===== config.mk =====
export PLATFORM = sky130hd
export DESIGN_NAME = spr_line_render
export DESIGN_NICKNAME = d
export VERILOG_FILES = /design/src/rtl/spr_line_pkg.sv /design/src/rtl/spr_hit_eval.sv /design/src/rtl/spr_pixel_emit.sv /design/src/rtl/spr_line_render.sv
export SDC_FILE = /design/constraint.sdc
export NUM_CORES = 1
export LEC_CHECK = 0
export ABC_AREA = 1
export CORE_ASPECT_RATIO = 0.6
export CORE_UTILIZATION = 45
export DETAILED_ROUTE_END_ITERATION = 10
export MAX_ROUTING_LAYER = met4
export PLACE_DENSITY = 0.68
export SLEW_MARGIN = 20
export SYNTH_ARGS = -nofsm -noshare
export SYNTH_HDL_FRONTEND = slang
export SYNTH_HIERARCHICAL = 1
export SYNTH_SLANG_ARGS = --single-unit

===== constraint.sdc =====
create_clock -name clk -period 3.2 [get_ports clk]
set_clock_uncertainty 0.1 [all_clocks]
set_input_delay 0.48 -clock clk [delete_from_list [all_inputs] [get_ports clk]]
set_output_delay 0.48 -clock clk [all_outputs]
set_load 0.05 [all_outputs]

===== src/rtl/spr_line_pkg.sv =====
// Shared types for the sprite line renderer.
// Assumes one table slot is processed at a time by a single controller.
package spr_line_pkg;

    typedef enum logic [3:0] {
        ST_IDLE,
        ST_RD_Y,
        ST_RD_X,
        ST_RD_T,
        ST_EVAL,
        ST_F_LO,
        ST_F_HI,
        ST_CAP_HI,
        ST_PIX,
        ST_DONE
    } rstate_t;

    typedef struct packed {
        logic [7:0] ypos;
        logic [7:0] xpos;
        logic [7:0] tile;
    } slot_t;

endpackage


===== src/rtl/spr_hit_eval.sv =====
// Decides whether a table slot covers the current line and which tile row
// it contributes. Purely combinational.
// Assumes the vertical offset is 16 and heights fit in 4 row bits.
module spr_hit_eval #(
    parameter int Y_OFS   = 16,
    parameter int SMALL_H = 8
) (
    input  logic [7:0] line_num,
    input  logic [7:0] ypos,
    input  logic [7:0] xpos,
    input  logic       tall,
    output logic       hit,
    output logic [3:0] row
);
    localparam int TALL_H = 2 * SMALL_H;

    logic [9:0] diff;
    logic [9:0] height;

    // Row offset from the sprite top, with wrap-around for lines above it.
    always_comb begin
        diff   = {2'b00, line_num} + 10'(Y_OFS) - {2'b00, ypos};
        height = tall ? 10'(TALL_H) : 10'(SMALL_H);
        hit    = (ypos != 8'd0) && (xpos != 8'd0) && (diff < height);
        row    = diff[3:0];
    end
endmodule


===== src/rtl/spr_pixel_emit.sv =====
// Produces the line-buffer write for pixel k of the current sprite row:
// selects the plane bits MSB first, suppresses transparent pixels and
// clips columns outside the visible line.
module spr_pixel_emit #(
    parameter int X_OFS  = 8,
    parameter int LINE_W = 160
) (
    input  logic       active,
    input  logic [7:0] xpos,
    input  logic [2:0] k,
    input  logic [7:0] plane_lo,
    input  logic [7:0] plane_hi,
    output logic       we,
    output logic [7:0] addr,
    output logic [1:0] color
);
    logic [8:0] col;
    logic [2:0] bsel;
    logic       in_line;

    // Column position, bit select and visibility of this pixel.
    always_comb begin
        bsel    = 3'd7 - k;
        col     = {1'b0, xpos} + {6'b0, k};
        color   = {plane_hi[bsel], plane_lo[bsel]};
        in_line = (col >= 9'(X_OFS)) && (col < 9'(X_OFS + LINE_W));
        addr    = 8'(col - 9'(X_OFS));
        we      = active && in_line && (color != 2'b00);
    end
endmodule


===== src/rtl/spr_line_render.sv =====
// Sprite line renderer top. On line_start it scans the object table in
// slot order using three synchronous reads per slot. For each covering slot
// it reads two plane bytes and emits eight pixels, one per cycle. It stops
// after MAX_PER_LINE covering slots or at the last slot, then holds done.
// Assumes both memories return data one cycle after the address.
module spr_line_render
    import spr_line_pkg::*;
#(
    parameter int N_SLOTS      = 40,
    parameter int MAX_PER_LINE = 10,
    parameter int LINE_W       = 160,
    parameter int X_OFS        = 8,
    parameter int Y_OFS        = 16,
    parameter int SMALL_H      = 8
) (
    input  logic        clk,
    input  logic        rst_n,
    input  logic        line_start,
    input  logic [7:0]  line_num,
    input  logic        spr_enable,
    input  logic        tall_mode,
    output logic        oam_re,
    output logic [7:0]  oam_addr,
    input  logic [7:0]  oam_rdata,
    output logic        tile_re,
    output logic [11:0] tile_addr,
    input  logic [7:0]  tile_rdata,
    output logic        lb_we,
    output logic [7:0]  lb_addr,
    output logic [1:0]  lb_data,
    output logic        done
);
    localparam int IDX_W = $clog2(N_SLOTS);
    localparam int CNT_W = $clog2(MAX_PER_LINE + 1);

    rstate_t            state;
    logic [IDX_W-1:0]   idx;
    logic [CNT_W-1:0]   cnt;
    slot_t              slot_q;
    logic [3:0]         row_q;
    logic [7:0]         lo_q;
    logic [7:0]         hi_q;
    logic [2:0]         pix_k;
    logic [7:0]         line_q;
    logic               tall_q;
    logic               hit;
    logic [3:0]         hit_row;
    logic               last_slot;
    logic               cap_full;
    logic [11:0]        row_base;

    spr_hit_eval #(
        .Y_OFS   (Y_OFS),
        .SMALL_H (SMALL_H)
    ) hit_i (
        .line_num (line_q),
        .ypos     (slot_q.ypos),
        .xpos     (slot_q.xpos),
        .tall     (tall_q),
        .hit      (hit),
        .row      (hit_row)
    );

    spr_pixel_emit #(
        .X_OFS  (X_OFS),
        .LINE_W (LINE_W)
    ) pix_i (
        .active   (state == ST_PIX),
        .xpos     (slot_q.xpos),
        .k        (pix_k),
        .plane_lo (lo_q),
        .plane_hi (hi_q),
        .we       (lb_we),
        .addr     (lb_addr),
        .color    (lb_data)
    );

    // End-of-scan conditions for the slot in progress.
    always_comb begin
        last_slot = (idx == IDX_W'(N_SLOTS - 1));
        cap_full  = (cnt == CNT_W'(MAX_PER_LINE));
        row_base  = {slot_q.tile, 4'b0000} + {7'b0, row_q, 1'b0};
    end

    // Memory read addresses and enables driven from the current state.
    always_comb begin
        oam_re    = 1'b0;
        oam_addr  = {idx, 2'b00};
        tile_re   = 1'b0;
        tile_addr = row_base;
        case (state)
            ST_RD_Y: oam_re = 1'b1;
            ST_RD_X: begin
                oam_re   = 1'b1;
                oam_addr = {idx, 2'b01};
            end
            ST_RD_T: begin
                oam_re   = 1'b1;
                oam_addr = {idx, 2'b10};
            end
            ST_F_LO: tile_re = 1'b1;
            ST_F_HI: begin
                tile_re   = 1'b1;
                tile_addr = row_base + 12'd1;
            end
            default: ;
        endcase
        done = (state == ST_DONE);
    end

    // Line control state machine with slot, count and pixel bookkeeping.
    always_ff @(posedge clk) begin
        if (!rst_n) begin
            state  <= ST_IDLE;
            idx    <= '0;
            cnt    <= '0;
            slot_q <= '0;
            row_q  <= '0;
            lo_q   <= '0;
            hi_q   <= '0;
            pix_k  <= '0;
            line_q <= '0;
            tall_q <= 1'b0;
        end else begin
            case (state)
                ST_IDLE, ST_DONE: begin
                    if (line_start) begin
                        line_q <= line_num;
                        tall_q <= tall_mode;
                        idx    <= '0;
                        cnt    <= '0;
                        state  <= spr_enable ? ST_RD_Y : ST_DONE;
                    end
                end
                ST_RD_Y: state <= ST_RD_X;
                ST_RD_X: begin
                    slot_q.ypos <= oam_rdata;
                    state       <= ST_RD_T;
                end
                ST_RD_T: begin
                    slot_q.xpos <= oam_rdata;
                    state       <= ST_EVAL;
                end
                ST_EVAL: begin
                    slot_q.tile <= oam_rdata;
                    if (hit) begin
                        row_q <= hit_row;
                        cnt   <= cnt + CNT_W'(1);
                        state <= ST_F_LO;
                    end else if (last_slot) begin
                        state <= ST_DONE;
                    end else begin
                        idx   <= idx + IDX_W'(1);
                        state <= ST_RD_Y;
                    end
                end
                ST_F_LO: state <= ST_F_HI;
                ST_F_HI: begin
                    lo_q  <= tile_rdata;
                    state <= ST_CAP_HI;
                end
                ST_CAP_HI: begin
                    hi_q  <= tile_rdata;
                    pix_k <= '0;
                    state <= ST_PIX;
                end
                ST_PIX: begin
                    pix_k <= pix_k + 3'd1;
                    if (pix_k == 3'd7) begin
                        if (last_slot || cap_full) begin
                            state <= ST_DONE;
                        end else begin
                            idx   <= idx + IDX_W'(1);
                            state <= ST_RD_Y;
                        end
                    end
                end
                default: state <= ST_IDLE;
            endcase
        end
    end
endmodule


==> metrics.cfg <==
[min_path]
hold_depth = 2
hp-class = reg -> reg
min_from = line_q[0]
holdPathEnd = line_q[0]

[setup_path]
worstSetupPathType = reg -> out
r2r_end = idx[0]
crit_required_ns = 2.62
worstPathArrival_ns = 2.49
startpoint_type = flop
regToRegStartpoint = line_q[0]
cp_max_fo = 3
cp-end-kind = primary output
r2r_setup_slack_ns = 0.18
r2r_cells = 23

[final_layout]
final_nets = 808
fillCellCount = 891
multi_input_area_mm2 = 0.002582
n_antenna_cell = 0
instances_no_fill = 890
seqCellArea_mm2 = 0.001406
synthToLayoutAreaGrowth_pct = 28.91
drive_gt1_frac = 0.1250

[pwr]
power_frac_comb = 0.547
p_sw_uw = 2207
power_density_mw_per_mm2 = 878.7
switching_share = 0.4488
peakVddDrop_mv = 0.4075
power.share.clock = 0.209
power.leakage_uw = 0.002639
seq_power_share = 0.243
p_int_uw = 2710

[synthesis]
synth.cell_area_mm2 = 0.004340
synthXorXnorAreaFrac = 0.02421
netlist_instances = 682
syn_nets = 735
synth_compound_area_frac = 0.09542
synth_top_family_by_area = simple AND/OR/NAND/NOR gates
async_reset_ff_frac = 0
synth.most_common_cell = nor2_1
synthMuxAreaShare = 0
synth_top_area_share = 0.3229
synth_edf_count = 0
yosysTopAreaCell = dfxtp_1
yosys_warnings = 6
yosysSeqAreaShare = 0.3229
synth_simple_gate_area_share = 0.3857
syn_avg_cell_area_um2 = 6.364
synthAdderAreaFrac = 0.07264
synth.area.top_cells = dfxtp_1, nor2_1, nand2_1, inv_1, o21ai_0
synth_common_cells = nor2_1, nand2_1, inv_1, dfxtp_1, o21ai_0
ys_ff_latch = 70
ys.flop_type = dfxtp_1
ys_types = 34

[sta]
postLayoutSetupSlackWorst_ns = 0.1280
post-route-period-util = 0.9600
min_period_ns = 3.072
hold_viol = 0
slew-limit-headroom = 0.4853
tightest_slew_ns = 0.7692
holdWs_ns = 0.3877
maxSlewViolCount = 0
setup_violations = 0
fmax_mhz = 325.5

[placed_design]
numPlacedInstances = 865
place.port_buffers = 62
place.gp.congestion = 0.8766
hpwl_um = 8701
post-place-ws_ns = 0.03764

[status]
status = completed

[cts]
insertion_delay_ns = 0.33
holdBufCountCts = 0
cts_buffers = 9
clkSlewWorstSetupHoldPaths_ns = 0.06
cts-root-buf = clkbuf_16
htree_levels = 3
clock_path_buffers = 2
clock_sinks = 70
tritoncts = built

[drt]
dr_wl_met3_um = 520
met1Wirelength_um = 6094
drtIter0Drc = 396
highest_layer = met4
wl_um = 11410
antenna_left = 0
drc_errors = 0
routed-wl-met2_um = 4690
vias = 4419
first_pass_iters = 5
routedWlPerCell_um = 12.82
viasPerCell = 4.965

[die]
start_util = 0.4689
die_w_um = 128.8
ioPinCount = 63
rows = 27
core_area_mm2 = 0.009256
dieArea_mm2 = 0.01006
die_h_um = 78.08

[global_route]
first_global_vias = 4032
grt_max_degree = 63
antenna_found_initial = 0
overflow = 0
track_usage = 0.2474
grt_pass1_wl_um = 18840

[flow_run]
drv_cap = 0

-- power by group through the flow --
stage | Sequential, uW | Clock (uW) | Combinational, uW
floorplan | 1200 | 0 | 1820
global placement | 1200 | 0 | 2480
detailed placement | 1200 | 0 | 2520
CTS | 1190 | 1050 | 2550
global route | 1220 | 1090 | 2980
finish | 1200 | 1030 | 2690
-- cell type report --
class | count | area share
clock buffer | 14 | 0.04897
clock inverter | 2 | 0.006932
inverter | 92 | 0.06216
multi-input combinational | 505 | 0.4615
sequential | 70 | 0.2513
tap | 130 | 0.02907
timing repair buffer | 77 | 0.1400
-- worst max path at each step --
stage / from / to / slack [ns] / depth (start not counted)
floorplan: pix_k[2] / lb_addr[7] / 0.06 / 8
global placement: line_q[0] / cnt[3] / 0.23 / 21
detailed placement: line_q[0] / cnt[3] / 0.04 / 21
CTS: pix_k[0] / lb_we / 0.004 / 15
global route: slot_q[8] / lb_we / -0.04 / 15
finish: pix_k[0] / lb_we / 0.13 / 15
-- what timing repair did --
item | in CTS | in global routing
gates resized for setup | 5 | 21
pin swaps | 2 | 17
gates cloned | 0 | 0
setup buffers | 1 | 8
setup endpoints to repair | 2 | 12
-- logic make-up after synthesis --
family                   count (synthesis)
AND/OR/NAND/NOR                        389
AO/OA/AOI/OAI                           80
flip-flops                              70
adder cells (fa/ha/maj)                 24
buffers and inverters                  107
XOR/XNOR                                12
-- registers in the layout, summed over array words and instances (netlist names) --
signal  flops
hi_q        8
tall_q      1
pix_k       3
line_q      8
row_q       4
lo_q        8
state       4
idx         6
slot_q     24
cnt         4
-- critical path, cell delays in order (launching register included) --
cell	delay, ns
dfxtp_2	0.34
ha_2	0.18
inv_1	0.05
fa_2	0.34
inv_1	0.06
nand2_1	0.07
nand2_2	0.09
nand2_1	0.08
nand2_2	0.10
ha_2	0.19
nand3_2	0.10
nor2_2	0.15
nand2_1	0.08
nor2_1	0.11
nor2_2	0.07
buf_12	0.14
-- layer usage --
layer / vias to the layer above / global-route usage
li1: 2270 / -
met1: 2019 / 0.3511
met2: 118 / 0.3568
met3: 12 / 0.05521
met4: 0 / 0.05294
met5: - / -
-- per-stage QoR --
step                        util   TNS, ns  cell area (um^2)  power [uW]
after global routing      0.6045  -0.05186              5595        5285
after floorplan                -         0              4340        3019
final                     0.6045         0              5595        4916
after global placement    0.5546         0              5134        3672
after detailed placement  0.5546         0              5134        3722
after CTS                 0.5910         0              5470        4783
-- placed cells by master (no fill, tap or decap), drive strengths merged, types with 2 or more instances in the layout --
cell	instances
nor3	5
clkbuf	14
xnor2	7
xor2	5
a21oi	20
nor2	176
fa	2
dfxtp	70
nand4	4
buf	20
clkinv	2
clkdlybuf4s50	57
inv	91
or2	2
nand3	49
nand3b	3
o21bai	2
ha	22
o21ai	56
nand2	149
No activity file was read; power rests on OpenSTA's default activity.
